### config.mk
export PLATFORM = sky130hd
export DESIGN_NAME = rxr_ring_writer
export DESIGN_NICKNAME = d
export VERILOG_FILES = /design/src/rtl/rxr_pkg.sv /design/src/rtl/rxr_ring_index.sv /design/src/rtl/rxr_frame_track.sv /design/src/rtl/rxr_status_fmt.sv /design/src/rtl/rxr_ring_writer.sv
export SDC_FILE = /design/constraint.sdc
export NUM_CORES = 1
export LEC_CHECK = 0
export CAP_MARGIN = 20
export CORE_UTILIZATION = 38
export CTS_CLUSTER_SIZE = 40
export DETAILED_ROUTE_END_ITERATION = 8
export MAX_ROUTING_LAYER = met4
export PLACE_DENSITY = 0.9
export SETUP_SLACK_MARGIN = 0.5
export SYNTH_ARGS = -nofsm -noshare
export SYNTH_HDL_FRONTEND = slang
export SYNTH_SLANG_ARGS = --single-unit
export TNS_END_PERCENT = 1
### constraint.sdc
create_clock -name clk -period 3.67 [get_ports clk]
set_input_delay 0.734 -clock clk [delete_from_list [all_inputs] [get_ports clk]]
set_output_delay 0.734 -clock clk [all_outputs]
set_load 0.02 [all_outputs]
### src/rtl/rxr_pkg.sv
package rxr_pkg;
   localparam int unsigned OWN_BIT        = 0;
   localparam int unsigned RING_END_BIT   = 1;
   localparam int unsigned FIRST_BIT      = 14;
   localparam int unsigned LAST_BIT       = 15;
   localparam int unsigned BCAST_BIT      = 31;
   localparam int unsigned DESC_WORD_W    = 32;
   localparam int unsigned STRIDE_LOG2    = 3;
endpackage

### src/rtl/rxr_ring_index.sv
module rxr_ring_index #(
   parameter int unsigned AW    = 32,
   parameter int unsigned IDX_W = 8
) (
   input  logic          clk,
   input  logic          rst_n,
   input  logic          load,
   input  logic [AW-1:0] load_addr,
   input  logic          adv,
   input  logic          ring_end,
   output logic [AW-1:0] desc_addr
);
   import rxr_pkg::*;

   localparam int unsigned PAD_W  = AW - IDX_W - STRIDE_LOG2;
   localparam logic [AW-1:0] STRIDE = AW'(1) << STRIDE_LOG2;

   logic [AW-1:0]    base_q;
   logic [IDX_W-1:0] idx_q;

   assign desc_addr = base_q + {{PAD_W{1'b0}}, idx_q, {STRIDE_LOG2{1'b0}}};

   always_ff @(posedge clk) begin
      if (!rst_n) begin
         base_q <= '0;
         idx_q  <= '0;
      end else if (load) begin
         base_q <= load_addr;
         idx_q  <= '0;
      end else if (adv) begin
         idx_q  <= ring_end ? '0 : idx_q + 1'b1;
      end
   end

   p_base_restart_r7: assert property (@(posedge clk) disable iff (!rst_n)
      load |=> desc_addr == $past(load_addr));

   p_return_to_base_r5: assert property (@(posedge clk) disable iff (!rst_n)
      (adv && ring_end && !load) |=> desc_addr == base_q);

   p_next_entry_r5: assert property (@(posedge clk) disable iff (!rst_n)
      (adv && !ring_end && !load && idx_q != '1) |=> desc_addr == $past(desc_addr) + STRIDE);
endmodule

### src/rtl/rxr_frame_track.sv
module rxr_frame_track #(
   parameter int unsigned BUF_BYTES = 128,
   parameter int unsigned LEN_W     = 12,
   localparam int unsigned OFF_W    = $clog2(BUF_BYTES)
) (
   input  logic             clk,
   input  logic             rst_n,
   input  logic             abandon,
   input  logic             byte_v,
   input  logic             sof,
   input  logic             eof,
   input  logic             en,
   input  logic             owned,
   output logic             store,
   output logic             ovr,
   output logic             close,
   output logic             is_first,
   output logic [OFF_W-1:0] offset,
   output logic [LEN_W-1:0] length_now
);
   localparam logic [OFF_W-1:0] OFF_LAST = OFF_W'(BUF_BYTES - 1);

   logic             live_q;
   logic             first_q;
   logic [OFF_W-1:0] off_q;
   logic [LEN_W-1:0] len_q;

   logic new_frame;
   logic take;
   logic need_buf;

   always_comb begin
      new_frame  = byte_v && sof && !abandon;
      take       = byte_v && !abandon && (sof ? en : live_q);
      need_buf   = new_frame || (off_q == '0);
      ovr        = take && need_buf && owned;
      store      = take && !ovr;
      offset     = need_buf ? '0 : off_q;
      length_now = (new_frame ? '0 : len_q) + 1'b1;
      is_first   = new_frame || first_q;
      close      = store && (eof || offset == OFF_LAST);
   end

   always_ff @(posedge clk) begin
      if (!rst_n || abandon) begin
         live_q  <= 1'b0;
         first_q <= 1'b0;
         off_q   <= '0;
         len_q   <= '0;
      end else if (byte_v) begin
         if ((new_frame && !en) || ovr) begin
            live_q  <= 1'b0;
            first_q <= 1'b0;
            off_q   <= '0;
         end else if (store) begin
            live_q  <= !eof;
            first_q <= close ? 1'b0 : is_first;
            off_q   <= close ? '0 : offset + 1'b1;
            len_q   <= length_now;
         end
      end
   end
endmodule

### src/rtl/rxr_status_fmt.sv
module rxr_status_fmt #(
   parameter int unsigned LEN_W     = 12,
   parameter bit          LEN_EVERY = 1'b0
) (
   input  logic             first,
   input  logic             last,
   input  logic             bcast,
   input  logic [LEN_W-1:0] len,
   output logic [31:0]      status
);
   import rxr_pkg::*;

   logic [LEN_W-1:0] len_field;

   generate
      if (LEN_EVERY) begin : g_len_all
         assign len_field = len;
      end else begin : g_len_last
         assign len_field = last ? len : '0;
      end
   endgenerate

   always_comb begin
      status              = '0;
      status[LEN_W-1:0]   = len_field;
      status[FIRST_BIT]   = first;
      status[LAST_BIT]    = last;
      status[BCAST_BIT]   = last && bcast;
   end
endmodule

### src/rtl/rxr_ring_writer.sv
module rxr_ring_writer #(
   parameter int unsigned AW        = 32,
   parameter int unsigned IDX_W     = 8,
   parameter int unsigned BUF_BYTES = 128,
   parameter int unsigned LEN_W     = 12,
   parameter bit          LEN_EVERY = 1'b0
) (
   input  logic          clk,
   input  logic          rst_n,
   input  logic          en,
   input  logic          base_load,
   input  logic [AW-1:0] base_addr,
   input  logic          in_valid,
   input  logic [7:0]    in_byte,
   input  logic          in_sof,
   input  logic          in_eof,
   input  logic          in_bcast,
   output logic [AW-1:0] desc_rd_addr,
   input  logic [31:0]   desc_rd_word,
   output logic          data_we,
   output logic [AW-1:0] data_addr,
   output logic [7:0]    data_byte,
   output logic          desc_we,
   output logic [AW-1:0] desc_wr_addr,
   output logic [31:0]   desc_wr_word0,
   output logic [31:0]   desc_wr_status,
   output logic          overrun
);
   import rxr_pkg::*;

   localparam int unsigned OFF_W = $clog2(BUF_BYTES);

   generate
      if (BUF_BYTES < 4 || (BUF_BYTES & (BUF_BYTES - 1)) != 0) begin : g_bad_buf
         $error("BUF_BYTES must be a power of two of at least 4");
      end
      if (LEN_W > FIRST_BIT || (1 << LEN_W) < BUF_BYTES) begin : g_bad_len
         $error("LEN_W must fit below the first-buffer flag and cover one buffer");
      end
      if (AW > DESC_WORD_W || AW < IDX_W + STRIDE_LOG2 + 1) begin : g_bad_aw
         $error("AW must fit the descriptor word and the ring index");
      end
   endgenerate

   logic             store, ovr, close, is_first;
   logic [OFF_W-1:0] offset;
   logic [LEN_W-1:0] length_now;
   logic [AW-1:0]    buf_start;

   rxr_ring_index #(.AW(AW), .IDX_W(IDX_W)) u_index (
      .clk       (clk),
      .rst_n     (rst_n),
      .load      (base_load),
      .load_addr (base_addr),
      .adv       (close),
      .ring_end  (desc_rd_word[RING_END_BIT]),
      .desc_addr (desc_rd_addr)
   );

   rxr_frame_track #(.BUF_BYTES(BUF_BYTES), .LEN_W(LEN_W)) u_track (
      .clk        (clk),
      .rst_n      (rst_n),
      .abandon    (base_load),
      .byte_v     (in_valid),
      .sof        (in_sof),
      .eof        (in_eof),
      .en         (en),
      .owned      (desc_rd_word[OWN_BIT]),
      .store      (store),
      .ovr        (ovr),
      .close      (close),
      .is_first   (is_first),
      .offset     (offset),
      .length_now (length_now)
   );

   rxr_status_fmt #(.LEN_W(LEN_W), .LEN_EVERY(LEN_EVERY)) u_status (
      .first  (is_first),
      .last   (in_eof),
      .bcast  (in_bcast),
      .len    (length_now),
      .status (desc_wr_status)
   );

   assign buf_start     = {desc_rd_word[AW-1:2], 2'b00};
   assign data_we       = store;
   assign data_addr     = buf_start + {{(AW-OFF_W){1'b0}}, offset};
   assign data_byte     = in_byte;
   assign desc_we       = close;
   assign desc_wr_addr  = desc_rd_addr;
   assign desc_wr_word0 = desc_rd_word | 32'(1 << OWN_BIT);
   assign overrun       = ovr;

   p_close_with_byte_r3: assert property (@(posedge clk) disable iff (!rst_n)
      desc_we |-> data_we);

   p_drop_after_overrun_r6: assert property (@(posedge clk) disable iff (!rst_n)
      overrun |=> (!data_we || in_sof));

   p_sequential_bytes_r1: assert property (@(posedge clk) disable iff (!rst_n)
      (data_we && !desc_we) |=> (!data_we || in_sof || data_addr == $past(data_addr) + 1'b1));

   p_no_store_on_load_r7: assert property (@(posedge clk) disable iff (!rst_n)
      base_load |-> (!data_we && !desc_we && !overrun));
endmodule

==> results of run 1 <==
[metal layers]
metal	global-route usage (%)
met4	5.54
met1	23.6
met5	-
met2	40.8
met3	4.68
[repair_timing]
action | CTS | global route
pin swaps | 34 | 44
gates resized for setup | 371 | 131
buffers inserted | 3 | 2
setup endpoints to repair | 98 | 78
hold endpoints to repair | 0 | 0
[synthesized netlist by cell type (3+ instances only)]
cell / count / area [um^2]
nor3_1: 12 / 60.1
and4_1: 5 / 43.8
xor2_1: 26 / 228
o21a_1: 3 / 22.5
nand2_1: 38 / 143
nand4_1: 21 / 131
nor2_1: 39 / 146
inv_1: 13 / 48.8
ha_1: 16 / 200
nand3b_1: 4 / 30.0
nand3_1: 18 / 90.1
xnor2_1: 44 / 385
and2_1: 20 / 125
mux2i_1: 34 / 340
nand2b_1: 7 / 43.8
a21o_1: 6 / 45.0
buf_4: 95 / 713
buf_1: 6 / 22.5
nor4b_1: 3 / 26.3
a21oi_1: 24 / 120
a211oi_1: 4 / 30.0
a31oi_1: 5 / 31.3
nor2b_1: 36 / 225
nor4_1: 9 / 56.3
and3_1: 11 / 68.8
dfxtp_1: 61 / 1220
clkbuf_1: 12 / 45.0
o21ai_0: 17 / 85.1
[stage by stage]
step	hold WS [ps]	utilization (%)	instances	TNS, ps	area, um^2
after global routing	479	60.0	1012	-1020	7950
after CTS	453	59.1	1010	-449	7830
after detailed placement	445	55.6	992	-22790	7370
after global placement	434	55.6	992	-20630	7370
after floorplan	427	-	647	-23.1	5280
[kinds of logic after synthesis]
family | share of synthesized area [%]
AND/OR/NAND/NOR | 26.9
XOR/XNOR | 11.9
other | 0.146
adder cells (fa/ha/maj) | 4.67
flip-flops | 23.7
AO/OA/AOI/OAI | 9.55
buffers and inverters | 16.3
multiplexers | 6.83
==> flow_metrics.tcl, run 1 <==
set metrics [dict create \
    place_ws_ps -909 \
    ys_seq_area_share_pct 23.7 \
    overflow 0 \
    synth-edff-count 0 \
    grt_max_degree 37 \
    clockRootBuffer "clkbuf_16" \
    ys_warn_count 0 \
    error "[ERROR DRT-0255] Maze Route cannot find path of net in_byte[5] in worker of routeBox ( 96600 96600 ) ( 118400 118400 )." \
    die_h_um 118 \
    gp_congestion 0.864 \
    row_count 42 \
    numCtsBuffers 9 \
    htree_levels 3 \
    port_buffers 216 \
    die_w_um 118 \
    ctsHoldBuffers 0 \
    clock-sinks 61 \
    hpwl_um 11600 \
    syn_avg_cell_area_um2 8.16 \
    ioPinCount 251 \
    antenna_found_initial 0 \
    async_reset_ff_share_pct 0 \
    clockBufferDepth 2 \
    initial_core_util_pct 38.9 \
    endpoint_type "primary output" \
    track_usage_pct 22.0 \
    failing_step "detailed routing" \
    grt_pass1_wl_um 24500 \
    grt_pass1_vias 5016 \
    synthFlopType "dfxtp_1" \
    syn_inst 631 \
    ys_types 61 \
    worst_endpoint "data_addr[16]" \
    synth_seq_cells 61 \
    outcome "aborted with a tool error" \
    netlist_area_um2 5150 \
]
==> run 2: changes to the inputs <==
- CORE_UTILIZATION: 38 -> 32
- CTS_CLUSTER_SIZE: 40 -> not set
- MAX_ROUTING_LAYER: met4 -> not set
- PLACE_DENSITY: 0.9 -> not set
- PLACE_DENSITY_LB_ADDON: not set -> 0.15
- SETUP_SLACK_MARGIN: 0.5 -> not set
- clock period: 3.67 -> 4.77 ns (I/O delays scaled with it)
==> flow_metrics.tcl, run 2 <==
set metrics [dict create \
    routed_wl_um 14000 \
    path_cells "clkdlybuf4s50_1 -> nand3b_1 -> buf_4 -> and2_1 -> ha_1 -> o21ai_0 -> o21ai_1 -> or3b_2 -> nor2_1 -> xor2_1 -> dlygate4sd2_1" \
    row_count 46 \
    arrival_ps 3700 \
    synthTopCellsByCount "95 x buf_4, 61 x dfxtp_1, 44 x xnor2_1" \
    grtUsageMet3_pct 4.37 \
    nFillCells 1567 \
    wl_per_cell_um 14.0 \
    async_reset_ff_share_pct 0 \
    tritoncts "done" \
    worst_hold_slack_ps 443 \
    antenna_found_initial 0 \
    max_clock_freq_mhz 215 \
    netlist_area_um2 5150 \
    worstHoldStart "u_track.first_q" \
    gp_congestion 0.819 \
    critPathRequiredTime_ps 3820 \
    first_pass_iters 4 \
    clockRootBuffer "clkbuf_16" \
    timing.final.crit_share_pct 97.6 \
    diodes 0 \
    initial_core_util_pct 32.6 \
    rr_worst_depth 8 \
    finalNetCount 879 \
    maxCapViolCount 0 \
    syn_avg_cell_area_um2 8.16 \
    clk_pin_slew_worst_paths_ps 50 \
    ioPinCount 251 \
    met2_usage_pct 30.5 \
    cp-start-kind "primary input" \
    timing_hold_violations_final 0 \
    drive_gt1_share_pct 7.89 \
    ys_warn_count 0 \
    syn_inst 631 \
    final_cell_mix "189 x clkdlybuf4s50_1, 61 x dfxtp_1, 44 x xnor2_1, 39 x nor2_1, 38 x nand2_1" \
    post-route-drc-count 0 \
    vias 4718 \
    p_switching_mw 0.450 \
    irDropWorstVdd_v 0.000152 \
    routed_via_density 4.71 \
    hpwl_um 11000 \
    die_w_um 129 \
    clock_latency_ps 330 \
    maxSlewHeadroom_pct 47.4 \
    slowest_delay_ps 500 \
    pwr-share-comb_pct 25.3 \
    hold_class "flip-flop to flip-flop" \
    p_leak_nw 2.98 \
    endpoint_kind "output port" \
    p_seq_share_pct 35.1 \
    r2r_start "u_track.off_q[0]" \
    synthFlopType "dfxtp_1" \
    core_um2 15800 \
    regMostFlops "u_index.base_q" \
    outcome "complete, no violations" \
    path_class "primary input to output port" \
    slew_violations 0 \
    p_sw_share_pct 29.0 \
    fin_worst_skew_ps 3.81 \
    drtAntennaViolNets 0 \
    area_growth_pct 41.4 \
    met1_usage_pct 19.2 \
    path_delay_family "buffers and inverters" \
    path_max_fanout 7 \
    die_area_um2 16600 \
    rsz0062_at_grt "yes" \
    synth-edff-count 0 \
    clockBufferDepth 2 \
    track_usage_pct 16.8 \
    grt_max_degree 37 \
    clock-sinks 61 \
    path_buf_inv 3 \
    largest_reg_flops 32 \
    final_common_cell "clkdlybuf4s50_1" \
    setup_viol 0 \
    synth_seq_cells 61 \
    top_regs "u_index.base_q: 32 flops, u_track.len_q: 12 flops, u_index.idx_q: 8 flops" \
    cp-startpoint "in_valid" \
    path_depth 11 \
    die_h_um 129 \
    drt_iter0_drc 207 \
    grt_pass1_wl_um 22200 \
    synth_top_area_share_pct 23.7 \
    overflow 0 \
    synth_area_leader_cell "dfxtp_1" \
    layout_min_cycle_time_ps 4650 \
    synth.most_common_cell "buf_4" \
    p_int_mw 1.10 \
    port_buffers 216 \
    min_path_cells 2 \
    ctsHoldBuffers 0 \
    p_total_mw 1.55 \
    tightest_slew_ps 789 \
    numCtsBuffers 9 \
    cpMaxStageDelayCell "or3b_2" \
    grt-busiest-layer "met2" \
    synthTopCellsByArea "dfxtp_1 24%, buf_4 14%, xnor2_1 7.5%" \
    ys_seq_area_share_pct 23.7 \
    htree_levels 3 \
    grt_pass1_vias 4574 \
    p_per_area_nw_per_um2 213 \
    clockPowerShare_pct 39.6 \
    ys_types 61 \
]
==> run 2: cell counts after synthesis <==
Identical to the previous run, type by type.
==> run 2: cell families after synthesis <==
kind of cell	synth area share, %
compound gates	9.55
xor+xnor	11.9
flops	23.7
simple gates	26.9
fa+ha+maj	4.67
mux	6.83
other cells	0.146
buf+inv	16.3
==> run 2: tightest hold or removal path, stage by stage (launching register included) <==
cell	delay, ps
dfxtp_1	300
nand2_1	50
a21oi_1	50
==> run 2: timing repair <==
action | 4_1_cts | 5_1_grt
buffers inserted | 0 | 0
resized for setup | 26 | 22
cloned | 0 | 0
endpoints found under the setup margin | 21 | 25
endpoints found under the hold margin | 0 | 0
==> run 2: area by class of cell <==
type	instances	area (um^2)	area share (%)
clock buffers	13	260	3.57
clock inverters	3	20.0	0.275
inverters	13	48.8	0.670
multi-input cells	458	3170	43.6
flip-flops and latches	61	1220	16.8
well taps	216	270	3.71
repair buffers	238	2290	31.4
==> run 2: path summary, 6_finish.rpt <==
check                                        end  slack [ps]
worst max-delay path               data_addr[21]         120
worst min-delay path             u_track.first_q         440
worst max register to register  u_index.idx_q[0]        2390
worst min register to register   u_track.first_q         440
==> run 2: metal layers <==
layer  wire length (um)  vias to the layer above  part of all wire (%)
met4                153                        0                   1.1
met2               7060                      154                    50
met3                847                       14                   6.1
met5                  0                        -                     0
li1                   -                     2377                     -
met1               5930                     2173                    42
==> run 2: metrics by stage <==
stage | setup TNS, ps | util, % | instances | instance area (um^2) | worst slack (ps)
floorplan | 0 | - | 647 | 5210 | 356
global placement | -5320 | 44.5 | 986 | 7010 | -476
detailed placement | -7190 | 44.5 | 986 | 7010 | -622
CTS | 0 | 46.1 | 1002 | 7280 | 17.5
global route | -98.9 | 46.2 | 1002 | 7280 | -49.5
finish | 0 | 46.2 | 1002 | 7280 | 116
==> run 2: power groups by stage <==
stage          Clock, mW  Sequential (mW)  Combinational, mW
5_1_grt            0.652            0.545              0.417
6_report           0.612            0.543              0.392
3_5_place_dp           0            0.554              0.401
2_1_floorplan          0            0.549              0.253
4_1_cts            0.627            0.543              0.396
3_3_place_gp           0            0.553              0.397
(Power assumes the default switching activity.)
==> run 3: changes to the inputs <==
- CAP_MARGIN: 20 -> 10
- CORE_UTILIZATION: 32 -> 30
==> flow_metrics.tcl, run 3 (synthesis results as in run 2) <==
set metrics [dict create \
    path_delay_family "buffers and inverters" \
    track_usage_pct 15.7 \
    antenna_found_initial 0 \
    setup_tns_ps 0 \
    area_growth_pct 42.0 \
    vias 4746 \
    timing.final.crit_share_pct 97.9 \
    rr_worst_depth 8 \
    setup_viol 0 \
    ctsHoldBuffers 0 \
    routed_via_density 4.70 \
    slew_violations 0 \
    slowest_delay_ps 510 \
    path_class "primary input to output port" \
    wl_per_cell_um 14.1 \
    cpMaxStageDelayCell "clkdlybuf4s50_1" \
    diodes 0 \
    routed_wl_um 14200 \
    critPathRequiredTime_ps 3820 \
    first_pass_iters 4 \
    gp_congestion 0.820 \
    core_um2 16600 \
    final_util_pct 43.9 \
    maxCapViolCount 0 \
    irDropWorstVdd_v 0.000132 \
    grt_pass1_wl_um 22300 \
    finalNetCount 882 \
    clk_pin_slew_worst_paths_ps 50 \
    clock-sinks 61 \
    outcome "complete, no violations" \
    clockBufferDepth 2 \
    top_regs "u_index.base_q: 32 flops, u_track.len_q: 12 flops, u_index.idx_q: 8 flops" \
    final_common_cell "clkdlybuf4s50_1" \
    rsz0062_at_grt "yes" \
    die_w_um 133 \
    clock_latency_ps 330 \
    initial_core_util_pct 30.9 \
    grt_pass1_vias 4606 \
    worst_hold_slack_ps 449 \
    numCtsBuffers 9 \
    die_area_um2 17700 \
    fin_area_um2 7310 \
    drive_gt1_share_pct 7.86 \
    ioPinCount 251 \
    grt_max_degree 37 \
    largest_reg_flops 32 \
    max_clock_freq_mhz 214 \
    drtAntennaViolNets 0 \
    layout_min_cycle_time_ps 4670 \
    tightest_slew_ps 640 \
    hold_class "flip-flop to flip-flop" \
    cts_setup_buffers 0 \
    p_per_area_nw_per_um2 215 \
    fin_worst_skew_ps 3.96 \
    placed_cell_area_um2 7040 \
    post-route-drc-count 0 \
    hpwl_um 11200 \
    tritoncts "done" \
    path_max_fanout 9 \
    port_buffers 216 \
    die_h_um 133 \
    htree_levels 3 \
    arrival_ps 3710 \
    overflow 0 \
    path_cells "clkdlybuf4s50_1 -> nand3b_1 -> and2_1 -> ha_1 -> fa_1 -> a211o_1 -> a21oi_2 -> nor3_1 -> buf_4 -> nand4_1 -> xnor2_1 -> clkdlybuf4s15_1" \
    endpoint_kind "output port" \
    maxSlewHeadroom_pct 57.0 \
    timing_hold_violations_final 0 \
    drt_iter0_drc 197 \
    p_leak_nw 2.95 \
    min_path_cells 2 \
    path_buf_inv 3 \
    clockRootBuffer "clkbuf_16" \
    path_depth 12 \
    cp-start-kind "primary input" \
    final_cell_mix "192 x clkdlybuf4s50_1, 61 x dfxtp_1, 44 x xnor2_1, 39 x nor2_1, 38 x nand2_1" \
    regMostFlops "u_index.base_q" \
    row_count 47 \
]
run 3: worst paths after layout:
check              startpoint               end  slack [ps]
min reg2reg   u_track.first_q   u_track.first_q         450
max                    in_sof     data_addr[20]         100
min           u_track.first_q   u_track.first_q         450
max reg2reg  u_track.off_q[0]  u_index.idx_q[7]        2450
run 3: cell type report:
type,instances,area (um^2)
Sequential cell,61,1220
Clock buffer,16,292
Inverter,13,48.8
Tap cell,220,275
Fill cell,1641,9330
Timing Repair Buffer,241,2310
Multi-Input combinational cell,458,3160
run 3: worst reg2reg max path, stage by stage, from the launching register on:
cell and delay (ps):
dfxtp_1 410, and2_1 210, ha_1 230, and3_1 200
a41o_2 280, nand3_2 110, buf_4 180, or4_1 460
a21oi_1 160
run 3: per-layer routing:
metal | GRT usage (%) | part of all wire, % | vias to the layer above
li1 | - | - | 2377
met1 | 18.4 | 44 | 2211
met2 | 28.2 | 49 | 147
met3 | 4.29 | 6.1 | 11
met4 | 3.58 | 0.74 | 0
met5 | 0 | 0 | -
run 3: power by group:
part / switching, mW / internal [mW] / total, mW
combinational: 0.200 / 0.194 / 0.395
sequential: 0.0171 / 0.527 / 0.544
clock: 0.222 / 0.409 / 0.631
run 3: what timing repair did:
action	in CTS	in global routing
gates cloned	0	0
gates resized for setup	21	22
setup endpoints to repair	21	23
run 3: through the flow:
step                      instances  worst slack, ps  total power [mW]
after floorplan                 647              356             0.803
after CTS                      1009             8.73              1.59
final                          1009              102              1.57
after global placement          993             -237             0.954
after detailed placement        993             -246             0.957
after global routing           1009            -30.6              1.64
